## src/rtl/prd_pkg.sv

```systemverilog
package prd_pkg;
    localparam int CNT_W  = 15;
    localparam int CODE_W = 4;

    typedef struct packed {
        logic [CNT_W-1:0] count;
    } presc_state_t;

    typedef struct packed {
        logic fire;
    } out_state_t;
endpackage

```

## src/rtl/prd_prescaler.sv

```systemverilog
module prd_prescaler
    import prd_pkg::*;
(
    input  logic             clk,
    input  logic             rst_n,
    input  logic             tick_en,
    output logic [CNT_W-1:0] count_q,
    output logic [CNT_W-1:0] count_d
);
    presc_state_t st_d, st_q;

    always_comb begin
        st_d = st_q;
        if (tick_en) begin
            st_d.count = st_q.count + 1'b1;
        end
    end

    always_ff @(posedge clk or negedge rst_n) begin
        if (!rst_n) begin
            st_q <= '0;
        end else begin
            st_q <= st_d;
        end
    end

    assign count_q = st_q.count;
    assign count_d = st_d.count;

    // the count may only change after a strobe
    a_r2_count_moves_on_tick: assert property (@(posedge clk) disable iff (!rst_n)
        !tick_en |=> $stable(st_q.count));
endmodule

```

## src/rtl/prd_rate_decode.sv

```systemverilog
module prd_rate_decode
    import prd_pkg::*;
(
    input  logic [CODE_W-1:0] rate_code,
    input  logic              pie_en,
    output logic              active,
    output logic [CNT_W-1:0]  low_mask
);
    logic [CODE_W-1:0] eff_code;
    logic [CODE_W-1:0] exp_bits;

    always_comb begin
        if (rate_code == CODE_W'(1) || rate_code == CODE_W'(2)) begin
            eff_code = rate_code + CODE_W'(7);
        end else begin
            eff_code = rate_code;
        end
        exp_bits = (eff_code == '0) ? '0 : eff_code - 1'b1;
        active   = pie_en && (rate_code != '0);
    end

    for (genvar i = 0; i < CNT_W; i++) begin : g_mask
        assign low_mask[i] = (exp_bits > CODE_W'(i));
    end
endmodule

```

## src/rtl/periodic_rate_div.sv

```systemverilog
module periodic_rate_div
    import prd_pkg::*;
(
    input  logic              clk,
    input  logic              rst_n,
    input  logic              tick_en,
    input  logic [CODE_W-1:0] rate_code,
    input  logic              pie_en,
    output logic              event_pulse
);
    logic [CNT_W-1:0] count_q, count_d, low_mask;
    logic             active;
    out_state_t       o_d, o_q;

    prd_prescaler u_presc (
        .clk     (clk),
        .rst_n   (rst_n),
        .tick_en (tick_en),
        .count_q (count_q),
        .count_d (count_d)
    );

    prd_rate_decode u_dec (
        .rate_code (rate_code),
        .pie_en    (pie_en),
        .active    (active),
        .low_mask  (low_mask)
    );

    always_comb begin
        o_d.fire = tick_en && active && ((count_d & low_mask) == '0);
    end

    always_ff @(posedge clk or negedge rst_n) begin
        if (!rst_n) begin
            o_q <= '0;
        end else begin
            o_q <= o_d;
        end
    end

    assign event_pulse = o_q.fire;

    // no two events back to back
    a_r8_single_cycle: assert property (@(posedge clk) disable iff (!rst_n)
        event_pulse |=> !event_pulse);
    // an event always follows a strobe
    a_r2_needs_strobe: assert property (@(posedge clk) disable iff (!rst_n)
        event_pulse |-> $past(tick_en));
    // a disabled or zero-code source stays silent
    a_r3_off_silent: assert property (@(posedge clk) disable iff (!rst_n)
        event_pulse |-> $past(active));
    // events land on period multiples of the count
    a_r6_aligned: assert property (@(posedge clk) disable iff (!rst_n)
        event_pulse |-> ((count_q & $past(low_mask)) == '0));
endmodule

```

## config.mk

```make
export PLATFORM = sky130hd
export DESIGN_NAME = periodic_rate_div
export DESIGN_NICKNAME = d
export VERILOG_FILES = /design/src/rtl/prd_pkg.sv /design/src/rtl/prd_prescaler.sv /design/src/rtl/prd_rate_decode.sv /design/src/rtl/periodic_rate_div.sv
export SDC_FILE = /design/constraint.sdc
export NUM_CORES = 1
export LEC_CHECK = 0
export BUFFER_PORTS_ARGS = -buffer_cell sky130_fd_sc_hd__buf_4
export CORE_ASPECT_RATIO = 1.25
export CORE_MARGIN = 5
export CORE_UTILIZATION = 55
export DETAILED_ROUTE_END_ITERATION = 16
export GPL_TIMING_DRIVEN = 0
export PLACE_DENSITY = 0.76
export SYNTH_ARGS = -nofsm -noshare
export SYNTH_HDL_FRONTEND = slang
export SYNTH_SLANG_ARGS = --single-unit
```

## constraint.sdc

```tcl
create_clock -name clk -period 2.48 [get_ports clk]
set_input_delay 0.248 -clock clk [delete_from_list [all_inputs] [get_ports clk]]
set_output_delay 0.248 -clock clk [all_outputs]
set_load 0.1 [all_outputs]
```

==> qor.tcl, run 1 <==
set qor(global_route.usage.total_pct) 18.04
set qor(postRouteWirelength_microns) 2339
set qor(cp-start-kind) {flop}
set qor(globalRoute.totalOverflow) 0
set qor(syn_area_sq_um) 1109
set qor(final.setup.tns_ns) 0
set qor(clock-skew-final_ns) 0.0007599
set qor(cts_root_buf) {sky130_fd_sc_hd__clkbuf_4}
set qor(synth-edff-count) 0
set qor(nFillCells) 169
set qor(max_clock_freq_ghz) 0.4538
set qor(synth.yosys.warnings) 0
set qor(timing.critical_path.slowest_cell_delay_ns) 0.41
set qor(detail_routed_net_length_per_standard_cell_microns) 15.39
set qor(final_cycle_share_pct) 88.86
set qor(clock_tree.htree_level_count) 1
set qor(cell_by_cell_listing_of_the_critical_path) {nand4_1 -> or2_2 -> xor2_1 -> nor2b_1 -> o311a_1 -> nor4_1}
set qor(max_rail_drop_vdd_uv) 433.7
set qor(clock_sinks) 16
set qor(netlist-cell-type-count) 40
set qor(clkTransAtPathRegs_ns) 0.09
set qor(grt_setup_unrepaired) {no}
set qor(flow.area_growth_from_synthesis_pct) 11.17
set qor(antenna_violating_nets_post_route) 0
set qor(dr_total_vias) 952
set qor(routability_cong) 0.8449
set qor(synth.net_count) 134
set qor(clk_latency_ns) 0.28
set qor(synthArstFlopShare_pct) 100.0
set qor(placementRows) 18
set qor(power.leakage_nw) 0.5833
set qor(postCtsSetupRepairBufs) 0
set qor(final_period_minus_worst_setup_slack_ns) 2.204
set qor(hold_viol_final) 0
set qor(fraction_of_final_layout_cells_sized_beyond_drive_strength_1_pct) 15.15
set qor(drc) 0
set qor(seq_area_frac_synth_pct) 36.12
set qor(grt_max_degree) 17
set qor(antenna_cells_inserted) 0
set qor(port-buffer-count) 7
set qor(cts-resized-gates) 0
set qor(final_max_slew_viol_count) 0
set qor(crit_arrival_ns) 2.38
set qor(timing_worst_slew_pin_value_ns) 0.4649
set qor(place_hpwl_microns) 1860
set qor(grt_pass1_vias) 989
set qor(synth_cells) 120
set qor(layout.cell_area.non_filler_sq_um) 1232
set qor(worst_setup_path_end_kind) {flop}
set qor(drv_cap) 0
set qor(criticalPathCategory) {reg -> reg}
set qor(multi_input_comb_area_sq_um) 654.4
set qor(status) {finished, final reports clean}
set qor(first_pass_grt_wire_length_microns) 4305
set qor(synth_ff_type) {sky130_fd_sc_hd__dfrtp_1}
set qor(worst_path_fanout_max) 6
set qor(ys_seq_elements) 16
set qor(worst_ep_required_time_ns) 2.66
set qor(hold_slack_ns) 0.2435
set qor(number_of_antenna_violations_at_the_first_check_in_global_routing) 0
set qor(critical-path-slowest-cell) {sky130_fd_sc_hd__dfrtp_1}
set qor(tritoncts.num_buffers) 3
set qor(post_synthesis_area_per_instance_sq_um) 9.238
set qor(setup_violations) 0
set qor(class_of_the_most_critical_hold_timing_path) {in -> reg}
set qor(drtPass1Iterations) 5
set qor(power_per_cell_area_nw_per_um2) 672.4
set qor(drt_first_iter_violations) 15
set qor(floorplan.die.height_microns) 60.20
set qor(slew_headroom_pct) 68.68
set qor(die_area_sq_um) 3019
set qor(placed_cell_area_sq_um) 1186
set qor(pin_count) 9
set qor(ctsLongestPathBuffers) 2
set qor(postCtsHoldBufs) 1
set qor(initial_utilization_pct) 56.58
set qor(avgViaCountPerCell) 6.263
set qor(clock_tree_from_tritoncts) {built}
set qor(die_width_microns) 50.16
set qor(finish.net_count) 147
set qor(postLayoutCoreUtil_pct) 62.90
set qor(core_area_sq_um) 1959
set qor(seqCellArea_sq_um) 400.4
-- metal layers --
metal	global-route usage, %	share of wire, %	vias up
met5	0	0	-
met4	8.989	1.9	0
met1	21.24	45	462
met2	32.50	51	16
met3	1.247	2.1	4
li1	-	-	470
-- cell families (layout without fill, tap and decap cells) --
family,after synthesis,after routing,synth area share [%]
AOI/OAI and AO/OA,31,31,20.32
muxes,1,1,1.016
xor gates and xnor gates,14,14,11.06
DFF,16,16,36.12
adders and majority gates,6,6,6.772
buffers and inverters,12,24,4.853
and+or+nand+nor,40,40,19.87
-- synthesized netlist by cell type (2+ instances only) --
| library cell | number | area share [%] |
|---|---|---|
| sky130_fd_sc_hd__xnor2_1 | 4 | 3.2 |
| sky130_fd_sc_hd__nand2_1 | 5 | 1.7 |
| sky130_fd_sc_hd__a211oi_1 | 2 | 1.4 |
| sky130_fd_sc_hd__a31oi_1 | 2 | 1.1 |
| sky130_fd_sc_hd__xor2_1 | 10 | 7.9 |
| sky130_fd_sc_hd__o21ai_0 | 8 | 3.6 |
| sky130_fd_sc_hd__nor4_1 | 5 | 2.8 |
| sky130_fd_sc_hd__nand4_1 | 5 | 2.8 |
| sky130_fd_sc_hd__ha_1 | 6 | 6.8 |
| sky130_fd_sc_hd__dfrtp_1 | 16 | 36 |
| sky130_fd_sc_hd__nor2_1 | 7 | 2.4 |
| sky130_fd_sc_hd__nand3_1 | 4 | 1.8 |
| sky130_fd_sc_hd__a21oi_1 | 4 | 1.8 |
| sky130_fd_sc_hd__inv_1 | 10 | 3.4 |
| sky130_fd_sc_hd__nor3_1 | 5 | 2.3 |
| sky130_fd_sc_hd__a221oi_1 | 2 | 1.6 |
| sky130_fd_sc_hd__o311a_1 | 2 | 1.8 |
-- where the power goes --
group / switching (W) / total [W] / internal, W
sequential: 0.0000573 / 0.000375 / 0.000318
clock: 0.0000809 / 0.000170 / 0.0000893
combinational: 0.000162 / 0.000283 / 0.000121
-- final timing paths --
kind / slack [ns] / end / depth (start not counted) / startpoint
max reg2reg: 0.28 / event_pulse / 6 / u_presc.count_q[0]
min in group asynchronous: 0.35 / u_presc.count_q[10] / 2 / rst_n
min: 0.24 / u_presc.count_q[0] / 2 / tick_en
max: 0.28 / event_pulse / 6 / u_presc.count_q[0]
max in group asynchronous: 1.94 / u_presc.count_q[1] / 2 / rst_n
min reg2reg: 0.48 / u_presc.count_q[14] / 1 / u_presc.count_q[14]
-- per-stage QoR --
stage	setup WS [ns]	cells	power, W
3_5_place_dp	0.04900	147	0.0006611
6_report	0.2762	152	0.0008287
4_1_cts	0.2589	152	0.0008341
5_1_grt	0.09936	152	0.0008919
2_1_floorplan	0.3498	120	0.0005800
3_3_place_gp	0.09838	147	0.0006436
-- worst max-delay path, delay by kind of cell (launching register included) --
kind	cells	cell delay (ns)
and+or+nand+nor	4	1.09
xor gates and xnor gates	1	0.25
DFF	1	0.41
AOI/OAI and AO/OA	1	0.35
-- layout make-up --
cell class / instances / share of cell area (%)
plain buffers: 2 / 1.320
multi-input cells: 92 / 53.10
clock buffers: 4 / 2.944
inverters: 10 / 3.046
well taps: 20 / 2.030
flip-flops and latches: 16 / 32.49
repair buffers: 8 / 5.076
-- placed cells by master, fill, tap and decap left out, types with 2 or more instances in the layout --
master / instances
sky130_fd_sc_hd__a211oi_1: 2
sky130_fd_sc_hd__a21oi_1: 4
sky130_fd_sc_hd__a221oi_1: 2
sky130_fd_sc_hd__a31oi_1: 2
sky130_fd_sc_hd__buf_4: 7
sky130_fd_sc_hd__clkbuf_4: 3
sky130_fd_sc_hd__dfrtp_1: 16
sky130_fd_sc_hd__ha_1: 6
sky130_fd_sc_hd__inv_1: 10
sky130_fd_sc_hd__nand2_1: 5
sky130_fd_sc_hd__nand3_1: 4
sky130_fd_sc_hd__nand4_1: 5
sky130_fd_sc_hd__nor2_1: 7
sky130_fd_sc_hd__nor3_1: 5
sky130_fd_sc_hd__nor4_1: 5
sky130_fd_sc_hd__o21ai_0: 8
sky130_fd_sc_hd__o311a_1: 2
sky130_fd_sc_hd__xnor2_1: 4
sky130_fd_sc_hd__xor2_1: 10
-- sequential cells by signal, summed over array words and instances, names as in the netlist --
register / cells
u_presc.count_q: 15
event_pulse: 1
No activity file was read; power rests on OpenSTA's default activity.
==> inputs of run 2 (changes only) <==
--- a/config.mk
+++ b/config.mk
@@ -7,11 +7,11 @@
 export LEC_CHECK = 0
 export BUFFER_PORTS_ARGS = -buffer_cell sky130_fd_sc_hd__buf_4
 export CORE_ASPECT_RATIO = 1.25
-export CORE_MARGIN = 5
 export CORE_UTILIZATION = 55
 export DETAILED_ROUTE_END_ITERATION = 16
 export GPL_TIMING_DRIVEN = 0
-export PLACE_DENSITY = 0.76
+export MAX_ROUTING_LAYER = met4
+export PLACE_DENSITY = 0.73
 export SYNTH_ARGS = -nofsm -noshare
 export SYNTH_HDL_FRONTEND = slang
 export SYNTH_SLANG_ARGS = --single-unit
==> run 2 against run 1 <==
Compared with the run above:
- via count is 4.4% lower
- clock skew up 0.012 ns
- sequential power about the same
- worst setup slack better by 0.069 ns
- clock-buffer cell count unchanged
- critical path type unchanged
- largest power group unchanged
- highest routed layer unchanged
==> qor.tcl, run 2 (synthesized netlist as in run 1, its figures left out) <==
set qor(worst_path_fanout_max) 6
set qor(final_period_minus_worst_setup_slack_ns) 2.135
set qor(pin_count) 9
set qor(worst_setup_path_end_kind) {flop}
set qor(layout_common_cells) {sky130_fd_sc_hd__dfrtp_1, sky130_fd_sc_hd__xor2_1, sky130_fd_sc_hd__inv_1}
set qor(global_route.usage.total_pct) 23.12
set qor(cell_by_cell_listing_of_the_critical_path) {nand4_1 -> or2_2 -> xor2_1 -> nor2b_1 -> o311a_1 -> nor4_1}
set qor(criticalPathCategory) {reg -> reg}
set qor(routability_cong) 0.7849
set qor(crit_arrival_ns) 2.33
set qor(drc) 0
set qor(first_pass_grt_wire_length_microns) 3746
set qor(initial_utilization_pct) 60.60
set qor(globalRoute.totalOverflow) 0
set qor(port-buffer-count) 7
set qor(clock_sinks) 16
set qor(die_area_sq_um) 2200
set qor(final_max_slew_viol_count) 0
set qor(largest_register_ff_count) 15
set qor(critical-path-slowest-cell) {sky130_fd_sc_hd__dfrtp_1}
set qor(setup_violations) 0
set qor(flow.area_growth_from_synthesis_pct) 11.06
set qor(fraction_of_final_layout_cells_sized_beyond_drive_strength_1_pct) 15.15
set qor(critical_path.reg2reg.startpoint) {u_presc.count_q[0]}
set qor(grt_max_degree) 17
set qor(dr_total_vias) 910
set qor(die_width_microns) 42.16
set qor(clkTransAtPathRegs_ns) 0.09
set qor(place_hpwl_microns) 1699
set qor(cp-start-kind) {flop}
set qor(status) {finished, final reports clean}
set qor(setup.reg_to_reg.worst_slack_ns) 0.35
set qor(slew_headroom_pct) 65.30
set qor(clock_tree.htree_level_count) 1
set qor(grt_pass1_vias) 876
set qor(hold_path_startpoint) {tick_en}
set qor(number_of_antenna_violations_at_the_first_check_in_global_routing) 0
set qor(core_area_sq_um) 1829
set qor(power_per_cell_area_nw_per_um2) 665.3
set qor(drtPass1Iterations) 4
set qor(cts_root_buf) {sky130_fd_sc_hd__clkbuf_4}
set qor(most_common_cell_after_layout_fill_and_taps_aside) {sky130_fd_sc_hd__dfrtp_1}
set qor(clock-skew-final_ns) 0.01246
set qor(placementRows) 17
set qor(power.leakage_nw) 0.5833
set qor(reg2reg_depth) 6
set qor(max_clock_freq_ghz) 0.4685
set qor(postRouteWirelength_microns) 2106
set qor(final.setup.tns_ns) 0
set qor(hold_viol_final) 0
set qor(detail_routed_net_length_per_standard_cell_microns) 13.95
set qor(clock_tree_from_tritoncts) {built}
set qor(timing_worst_slew_pin_value_ns) 0.5174
set qor(floorplan.die.height_microns) 52.20
set qor(antenna_cells_inserted) 0
set qor(reg2reg_to) {event_pulse}
set qor(clk_latency_ns) 0.29
set qor(worst_hold_path.num_cells) 2
set qor(timing.critical_path.slowest_cell_delay_ns) 0.41
set qor(class_of_the_most_critical_hold_timing_path) {in -> reg}
set qor(drt_first_iter_violations) 16
set qor(min_to) {u_presc.count_q[0]}
set qor(finish.net_count) 147
set qor(final_cycle_share_pct) 86.07
set qor(tritoncts.num_buffers) 3
set qor(drv_cap) 0
set qor(avgViaCountPerCell) 6.026
set qor(max_rail_drop_vdd_uv) 601.9
set qor(ctsLongestPathBuffers) 2
set qor(worst_ep_required_time_ns) 2.67
set qor(postCtsSetupRepairBufs) 0
set qor(stdcell_count) 151
set qor(grt_setup_unrepaired) {no}
set qor(post-place-cells) 146
set qor(antenna_violating_nets_post_route) 0
run 2: cell counts in the layout (fill, tap and decap cells not counted):
No cell type changed its count.
run 2: how the worst max path moves through the flow:
stage	from	end	slack, ns	cells past startpoint
finish	u_presc.count_q[0]	event_pulse	0.35	6
global route	u_presc.count_q[0]	event_pulse	0.21	6
CTS	u_presc.count_q[0]	event_pulse	0.34	6
detailed placement	rate_code[1]	event_pulse	0.08	10
global placement	rate_code[1]	event_pulse	0.1	10
floorplan	rate_code[1]	event_pulse	0.35	9
run 2: stage by stage:
stage / area, sq um / hold slack [ns] / utilization (%) / power, W / setup slack (ns)
3_3_place_gp: 1185 / 0.1147 / 64.77 / 0.0006460 / 0.09906
2_1_floorplan: 1109 / -0.04759 / - / 0.0005800 / 0.3498
3_5_place_dp: 1185 / 0.1191 / 64.77 / 0.0006537 / 0.08082
6_report: 1231 / 0.2320 / 67.31 / 0.0008191 / 0.3454
5_1_grt: 1231 / 0.2418 / 67.31 / 0.0008799 / 0.2138
4_1_cts: 1231 / 0.2204 / 67.31 / 0.0008225 / 0.3390
run 2: repair_timing:
action,4_1_cts,5_1_grt
hold buffers,1,0
endpoints found under the hold margin,16,0
resized for setup,0,0
run 2: per-layer routing:
| layer | routed length [microns] | track usage [%] |
|---|---|---|
| met3 | 45 | 3.103 |
| met4 | 31 | 6.250 |
| met5 | 0 | - |
| met1 | 1009 | 29.36 |
| met2 | 1019 | 39.32 |
run 2: area by class of cell:
| cell class | count | area (sq um) |
|---|---|---|
| inverters | 10 | 37.54 |
| clock buffers | 4 | 36.28 |
| well taps | 19 | 23.77 |
| repair buffers | 8 | 62.56 |
| fillers | 157 | 598.1 |
| multi-input cells | 92 | 654.4 |
| flip-flops and latches | 16 | 400.4 |
| plain buffers | 2 | 16.27 |
run 2: power breakdown:
part           leakage [nW]  internal (W)  switching, W
registers             0.207      0.000318     0.0000567
logic                 0.356      0.000120      0.000157
clock network        0.0210     0.0000894     0.0000780
run 2: critical path, delay by kind of cell (launching register included):
family / cells / cell delay (ns)
AOI/OAI and AO/OA: 1 / 0.35
xor gates and xnor gates: 1 / 0.24
DFF: 1 / 0.41
and+or+nand+nor: 4 / 1.04
